===== src/rtl/winbr_pkg.sv =====
package winbr_pkg;

    typedef enum logic [1:0] {
        SEL_PTR  = 2'd0,
        SEL_BYTE = 2'd1,
        SEL_WORD = 2'd2,
        SEL_PAIR = 2'd3
    } port_sel_t;

    typedef enum logic [1:0] {
        ST_IDLE = 2'd0,
        ST_LO   = 2'd1,
        ST_HI   = 2'd2,
        ST_DONE = 2'd3
    } seq_state_t;

endpackage


===== src/rtl/winbr_ptr.sv =====
module winbr_ptr #(
    parameter int AW = 16
) (
    input  logic          clk,
    input  logic          rst_n,
    input  logic          ld,
    input  logic [AW-1:0] ld_val,
    input  logic          inc,
    input  logic          step2,
    output logic [AW-1:0] q
);
    localparam logic [AW-1:0] ONE = AW'(1);
    localparam logic [AW-1:0] TWO = AW'(2);

    logic [AW-1:0] q_next;

    always_comb begin
        q_next = q;
        if (ld) begin
            q_next = ld_val;
        end else if (inc) begin
            q_next = q + (step2 ? TWO : ONE);
        end
    end

    always_ff @(posedge clk) begin
        if (!rst_n) begin
            q <= '0;
        end else begin
            q <= q_next;
        end
    end

    // the pointer holds when neither loaded nor advanced.
    a_r5_ptr_hold: assert property (@(posedge clk) disable iff (!rst_n)
        (!ld && !inc) |=> $stable(q));

    // single-step advance, modulo 2^AW.
    a_r3_step_one: assert property (@(posedge clk) disable iff (!rst_n)
        (!ld && inc && !step2) |=> (q == $past(q) + ONE));

    // double-step advance, modulo 2^AW.
    a_r4_step_two: assert property (@(posedge clk) disable iff (!rst_n)
        (!ld && inc && step2) |=> (q == $past(q) + TWO));

endmodule


===== src/rtl/winbr_lane.sv =====
module winbr_lane
    import winbr_pkg::*;
#(
    parameter int AW = 16,
    parameter int DW = 8
) (
    input  port_sel_t       sel,
    input  logic            beat_hi,
    input  logic [AW-1:0]   win,
    input  logic [2*DW-1:0] cmd_wdata,
    output logic [AW-1:0]   addr,
    output logic [DW-1:0]   wdata
);
    localparam int HW = 2 * DW;

    always_comb begin
        if (beat_hi) begin
            addr  = win + AW'(1);
            wdata = cmd_wdata[HW-1:DW];
        end else if (sel == SEL_PAIR) begin
            addr  = {win[AW-1:DW], cmd_wdata[HW-1:DW]};
            wdata = cmd_wdata[DW-1:0];
        end else begin
            addr  = win;
            wdata = cmd_wdata[DW-1:0];
        end
    end

endmodule


===== src/rtl/winbr_seq.sv =====
module winbr_seq
    import winbr_pkg::*;
#(
    parameter int AW = 16,
    parameter int DW = 8
) (
    input  logic            clk,
    input  logic            rst_n,
    input  logic            host_req,
    input  logic            host_we,
    input  logic [1:0]      host_sel,
    input  logic [2*DW-1:0] host_wdata,
    output logic [2*DW-1:0] host_rdata,
    output logic            host_ack,
    output logic            bus_req,
    output logic            bus_we,
    input  logic            bus_ack,
    input  logic [DW-1:0]   bus_rdata,
    input  logic [AW-1:0]   win,
    output port_sel_t       cmd_sel,
    output logic [2*DW-1:0] cmd_wdata,
    output logic            beat_hi,
    output logic            ptr_ld,
    output logic            ptr_inc,
    output logic            ptr_step2
);
    localparam int HW = 2 * DW;

    seq_state_t    state, state_nx;
    logic          cmd_we;
    logic [AW-1:0] cmd_ptr;
    logic [DW-1:0] rd_lo, rd_hi;
    port_sel_t     req_sel;
    logic          accept;
    logic          no_bus;

    assign req_sel = port_sel_t'(host_sel);
    assign accept  = (state == ST_IDLE) && host_req;
    assign no_bus  = (req_sel == SEL_PTR) || ((req_sel == SEL_PAIR) && !host_we);

    // State register
    always_ff @(posedge clk) begin
        if (!rst_n) begin
            state <= ST_IDLE;
        end else begin
            state <= state_nx;
        end
    end

    // Next-state logic
    always_comb begin
        state_nx = state;
        unique case (state)
            ST_IDLE: if (host_req) state_nx = no_bus ? ST_DONE : ST_LO;
            ST_LO:   if (bus_ack)  state_nx = (cmd_sel == SEL_WORD) ? ST_HI : ST_DONE;
            ST_HI:   if (bus_ack)  state_nx = ST_DONE;
            ST_DONE: state_nx = ST_IDLE;
        endcase
    end

    // Outputs
    always_comb begin
        bus_req   = 1'b0;
        host_ack  = 1'b0;
        beat_hi   = 1'b0;
        ptr_inc   = 1'b0;
        ptr_step2 = 1'b0;
        ptr_ld    = accept && host_we && (req_sel == SEL_PTR);
        unique case (state)
            ST_IDLE: ;
            ST_LO: begin
                bus_req = 1'b1;
                ptr_inc = bus_ack && (cmd_sel == SEL_BYTE);
            end
            ST_HI: begin
                bus_req   = 1'b1;
                beat_hi   = 1'b1;
                ptr_inc   = bus_ack;
                ptr_step2 = 1'b1;
            end
            ST_DONE: host_ack = 1'b1;
        endcase
    end

    assign bus_we = cmd_we;

    // Command capture and read-data gathering
    always_ff @(posedge clk) begin
        if (!rst_n) begin
            cmd_we    <= 1'b0;
            cmd_sel   <= SEL_PTR;
            cmd_wdata <= '0;
            cmd_ptr   <= '0;
            rd_lo     <= '0;
            rd_hi     <= '0;
        end else begin
            if (accept) begin
                cmd_we    <= host_we;
                cmd_sel   <= req_sel;
                cmd_wdata <= host_wdata;
                cmd_ptr   <= win;
                rd_lo     <= '0;
                rd_hi     <= '0;
            end
            if ((state == ST_LO) && bus_ack) rd_lo <= bus_rdata;
            if ((state == ST_HI) && bus_ack) rd_hi <= bus_rdata;
        end
    end

    always_comb begin
        unique case (cmd_sel)
            SEL_PTR:  host_rdata = HW'(cmd_ptr);
            SEL_BYTE: host_rdata = {{DW{1'b0}}, rd_lo};
            SEL_WORD: host_rdata = {rd_hi, rd_lo};
            SEL_PAIR: host_rdata = '0;
        endcase
    end

    // completion is a single-cycle pulse.
    a_r8_ack_pulse: assert property (@(posedge clk) disable iff (!rst_n)
        host_ack |=> !host_ack);

    // a bus-using access completes only right after a bus acknowledge.
    a_r8_ack_after_bus: assert property (@(posedge clk) disable iff (!rst_n)
        (host_ack && (cmd_sel != SEL_PTR) && !((cmd_sel == SEL_PAIR) && !cmd_we))
            |-> $past(bus_ack));

    // bus command held while waiting for the acknowledge.
    a_r9_bus_stable: assert property (@(posedge clk) disable iff (!rst_n)
        (bus_req && !bus_ack) |=> (bus_req && $stable(bus_we)));

    // a paired-port read never starts a bus cycle.
    a_r6_pair_read_quiet: assert property (@(posedge clk) disable iff (!rst_n)
        (accept && (req_sel == SEL_PAIR) && !host_we) |=> !bus_req);

    // leaving reset, nothing is requested.
    a_r1_reset_quiet: assert property (@(posedge clk)
        !rst_n |=> (!bus_req && !host_ack));

endmodule


===== src/rtl/winbr_top.sv =====
module winbr_top
    import winbr_pkg::*;
#(
    parameter int AW = 16,
    parameter int DW = 8
) (
    input  logic            clk,
    input  logic            rst_n,
    input  logic            host_req,
    input  logic            host_we,
    input  logic [1:0]      host_sel,
    input  logic [2*DW-1:0] host_wdata,
    output logic [2*DW-1:0] host_rdata,
    output logic            host_ack,
    output logic            bus_req,
    output logic            bus_we,
    output logic [AW-1:0]   bus_addr,
    output logic [DW-1:0]   bus_wdata,
    input  logic [DW-1:0]   bus_rdata,
    input  logic            bus_ack
);
    localparam int HW = 2 * DW;

    logic [AW-1:0] win;
    port_sel_t     cmd_sel;
    logic [HW-1:0] cmd_wdata;
    logic          beat_hi, ptr_ld, ptr_inc, ptr_step2;

    winbr_seq #(.AW(AW), .DW(DW)) u_seq (
        .clk        (clk),
        .rst_n      (rst_n),
        .host_req   (host_req),
        .host_we    (host_we),
        .host_sel   (host_sel),
        .host_wdata (host_wdata),
        .host_rdata (host_rdata),
        .host_ack   (host_ack),
        .bus_req    (bus_req),
        .bus_we     (bus_we),
        .bus_ack    (bus_ack),
        .bus_rdata  (bus_rdata),
        .win        (win),
        .cmd_sel    (cmd_sel),
        .cmd_wdata  (cmd_wdata),
        .beat_hi    (beat_hi),
        .ptr_ld     (ptr_ld),
        .ptr_inc    (ptr_inc),
        .ptr_step2  (ptr_step2)
    );

    winbr_ptr #(.AW(AW)) u_ptr (
        .clk    (clk),
        .rst_n  (rst_n),
        .ld     (ptr_ld),
        .ld_val (AW'(host_wdata)),
        .inc    (ptr_inc),
        .step2  (ptr_step2),
        .q      (win)
    );

    winbr_lane #(.AW(AW), .DW(DW)) u_lane (
        .sel       (cmd_sel),
        .beat_hi   (beat_hi),
        .win       (win),
        .cmd_wdata (cmd_wdata),
        .addr      (bus_addr),
        .wdata     (bus_wdata)
    );

    // address and write byte hold while a bus cycle waits.
    a_r9_addr_hold: assert property (@(posedge clk) disable iff (!rst_n)
        (bus_req && !bus_ack) |=> ($stable(bus_addr) && $stable(bus_wdata)));

endmodule


===== config.mk =====
export PLATFORM = sky130hd
export DESIGN_NAME = winbr_top
export DESIGN_NICKNAME = d
export VERILOG_FILES = /design/src/rtl/winbr_pkg.sv /design/src/rtl/winbr_ptr.sv /design/src/rtl/winbr_lane.sv /design/src/rtl/winbr_seq.sv /design/src/rtl/winbr_top.sv
export SDC_FILE = /design/constraint.sdc
export NUM_CORES = 1
export LEC_CHECK = 0
export BUFFER_PORTS_ARGS = -buffer_cell sky130_fd_sc_hd__buf_2
export CAP_MARGIN = 20
export CORE_UTILIZATION = 50
export CTS_CLUSTER_DIAMETER = 120
export CTS_CLUSTER_SIZE = 14
export DETAILED_ROUTE_END_ITERATION = 8
export PLACE_DENSITY = 0.84
export SKIP_LAST_GASP = 1
export SLEW_MARGIN = 20
export SYNTH_ARGS = -nofsm -noshare
export SYNTH_HDL_FRONTEND = slang
export SYNTH_HIERARCHICAL = 1
export SYNTH_SLANG_ARGS = --single-unit

===== constraint.sdc =====
create_clock -name clk -period 2.5 [get_ports clk]
set_input_delay 0.125 -clock clk [delete_from_list [all_inputs] [get_ports clk]]
set_output_delay 0.125 -clock clk [all_outputs]
set_load 0.01 [all_outputs]

==> metrics.cfg <==
[worst_setup_path]
rr_worst_depth=10
rr_startpoint=u_seq/state[0]
arrival_ps=2290
r2r-end=u_ptr/q[12]
critical_path.max_fanout=27
ff2ff_setup_slack_ps=130
highest_cell_delay_on_the_worst_timing_path_ps=450
worstPathRequired_ps=2380
worst_setup_path_start_kind=flip-flop
cp.depth=8
gate_family_responsible_for_the_most_delay_along_the_worst_path=compound AO/OA/AOI/OAI gates
worstPathCellList=inv_1 -> ha_1 -> buf_4 -> buf_8 -> a21oi_1 -> a21oi_1 -> o221a_1 -> buf_2
worst_path_most_repeated_cell=sky130_fd_sc_hd__a21oi_1
critical_path.slowest_cell=sky130_fd_sc_hd__a21oi_1
critical_path.endpoint_type=primary output
cp_num_buf_inv=4
timing_worst_setup_path_type=reg2out

[floorplan]
design.die.area_um2=7970
die_x_um=89.3
design.core.area_um2=7290
rows=31
floorplan.initialDensity=0.522
io-pin-count=74
fp.dieH_um=89.3

[final_layout]
layout.cells.most_common_list=sky130_fd_sc_hd__nand2_1, sky130_fd_sc_hd__buf_2, sky130_fd_sc_hd__dfxtp_1
utilization=0.615
ff_latch_area_um2=1380
antenna_cells_inserted=0
multiInputGateArea_um2=2230
drive_gt1_frac=0.247
finish.net_count=584
area_overhead_of_the_layout_relative_to_synthesis_pct=17.8
instances_no_fill=649
nFillCells=653
post_route_standard_cell_area_excluding_fillers_um2=4490
most_common_library_cell_in_the_layout_ignoring_fill_and_taps=sky130_fd_sc_hd__nand2_1

[clocking]
path_clk_slew_ps=80
cts-root-to-sink-buffers=2
clock_latency_reported_for_the_late_side_of_the_worst_skew_pair_ps=350
number_of_buffers_created_by_cts=9
hold_buffer_count_at_cts=0
cts_num_sinks=69
cts_tree=done
post-cts-setup-buffer-count=0
clock_tree.htree_level_count=3
ctsRootBufferMaster=sky130_fd_sc_hd__clkbuf_8

[power_and_ir_drop]
power.density_cell_area_nw_per_um2=755
total_power_mw=3.39
leakage_nw=1.76
vdd_drop_max_mv=0.457

[hold_path]
timing.hold.worst.start=host_wdata[11]
hold_end=u_seq/cmd_wdata[11]
timing.hold.worst.class=in2reg
worstHoldPathCells=3

[route]
dr.first_iter.drc_count=371
postRouteWirelength_mm=10.9
via_count=3832
drt_first_pass_iters=7
detail_route.vias_per_cell=5.90
detail_route.drc_violations=0
drt-wirelength-per-cell_um=16.9
route.antenna.remaining_nets=0

[timing]
endpoints_failing_hold=0
worstMarginPinSlew_ps=617
hold_ws_ps=20.4
setup_total_negative_slack_ps=0
skew_final_ps=7.67
max_freq_mhz=414
worst_slew_margin_rel=0.588
fin_ws_ps=82.6
period_share=0.967
final_count_of_pins_violating_max_slew=0
finalWorstPathRequiredPeriod_ps=2420
setup_viol=0
rsz_0062_raised_after_global_routing=yes

[synthesis]
synth_edf_count=0
postSynthRegisterBits=69
synth-warning-count=6
ys_dominant_reg_cell=sky130_fd_sc_hd__dfxtp_1
synth.lib_cells_used.distinct=58
syn_inst_count=474
synthesis.area_um2=3810
synth_seq_area_share=0.363
synth.net_count=513
synth-async-reset-ratio=0
syn_area_per_cell_um2=8.04

[grt]
antenna_violations_before_repair=0
grt_util_all_layers=0.281
grt_first_pass_wirelength_mm=16.8
grt_start_max_net_pins=36
grt_pass1_vias=3407
global_route.overflow_total=0

[placed_design]
dp_hpwl_mm=7.60
globalplace.congestion=0.990
placement.setup.worst_slack_ps=110
dp_cells=633
port_buffers=73
dpl_cell_area_um2=4260

[flow_run]
max_cap_viol_count=0

[run_status]
run_status=finished, final reports clean

layer usage:
metal / vias to the layer above / global-route usage / wire length, µm
met2: 254 / 0.469 / 5070
met1: 1757 / 0.355 / 4570
met3: 24 / 0.0674 / 1050
li1: 1797 / - / -
met5: - / 0 / 0
met4: 0 / 0.0996 / 238
kinds of logic (layout without fill, tap and decap cells):
| kind of cell | after synthesis | in the layout | synth area share |
|---|---|---|---|
| AOI/OAI and AO/OA | 118 | 118 | 0.190 |
| xor gates and xnor gates | 21 | 21 | 0.0483 |
| adders and majority gates | 8 | 8 | 0.0283 |
| buffers and inverters | 43 | 119 | 0.0575 |
| DFF | 69 | 69 | 0.363 |
| muxes | 25 | 25 | 0.0683 |
| and+or+nand+nor | 190 | 190 | 0.245 |
registers in the layout, summed over array words and instances (netlist names):
register,cells
u_seq/cmd_wdata,16
u_seq/state,2
u_seq/cmd_ptr,16
u_seq/rd_hi,8
u_ptr/q,16
u_seq/bus_we,1
u_seq/cmd_sel,2
u_seq/rd_lo,8
synthesized netlist by cell type, drive strengths merged, types with 8 or more instances:
cell type,number,share of area
inv,13,0.013
mux2i,17,0.045
o21ai,18,0.024
mux2,8,0.024
a21oi,59,0.078
buf,18,0.033
nor2,41,0.040
a22oi,18,0.038
nand2,92,0.093
clkbuf,11,0.011
nand3,12,0.017
xnor2,15,0.034
dfxtp,69,0.36
how the worst max path moves through the flow:
| stage | from | endpoint | slack [ps] |
|---|---|---|---|
| global placement | u_seq/state[0] | u_ptr/q[12] | 220 |
| finish | u_seq/state[0] | bus_addr[6] | 80 |
| floorplan | u_seq/state[0] | u_ptr/q[12] | 130 |
| CTS | u_seq/state[0] | bus_addr[10] | 70 |
| global route | u_seq/state[0] | u_ptr/q[12] | -8 |
| detailed placement | u_seq/state[0] | u_ptr/q[12] | 110 |
worst reg2reg max path, stage by stage (launching register included):
cell and delay [ps]:
sky130_fd_sc_hd__dfxtp_2 360, sky130_fd_sc_hd__inv_1 70, sky130_fd_sc_hd__ha_1 210, sky130_fd_sc_hd__inv_1 110
sky130_fd_sc_hd__ha_1 180, sky130_fd_sc_hd__inv_1 60, sky130_fd_sc_hd__fa_2 370, sky130_fd_sc_hd__nand3b_1 290
sky130_fd_sc_hd__nor4_2 360, sky130_fd_sc_hd__xnor2_1 160, sky130_fd_sc_hd__o22ai_1 90
power by group:
| group | internal [mW] | switching (mW) | total, mW | leakage [nW] |
|---|---|---|---|---|
| clock | 0.496 | 0.458 | 0.955 | 0.107 |
| sequential | 1.22 | 0.121 | 1.34 | 0.560 |
| combinational | 0.424 | 0.669 | 1.09 | 1.10 |
layout make-up:
class	count	area share
inverters	14	0.0117
well taps	99	0.0276
clock inverters	6	0.0156
repair buffers	89	0.110
multi-input cells	362	0.497
clock buffers	10	0.0307
flip-flops and latches	69	0.308
repair_timing:
action	4_1_cts	5_1_grt
cloned	0	0
pin swaps	0	1
endpoints found under the setup margin	1	10
resized for setup	1	5
No activity file was read; power rests on OpenSTA's default activity.
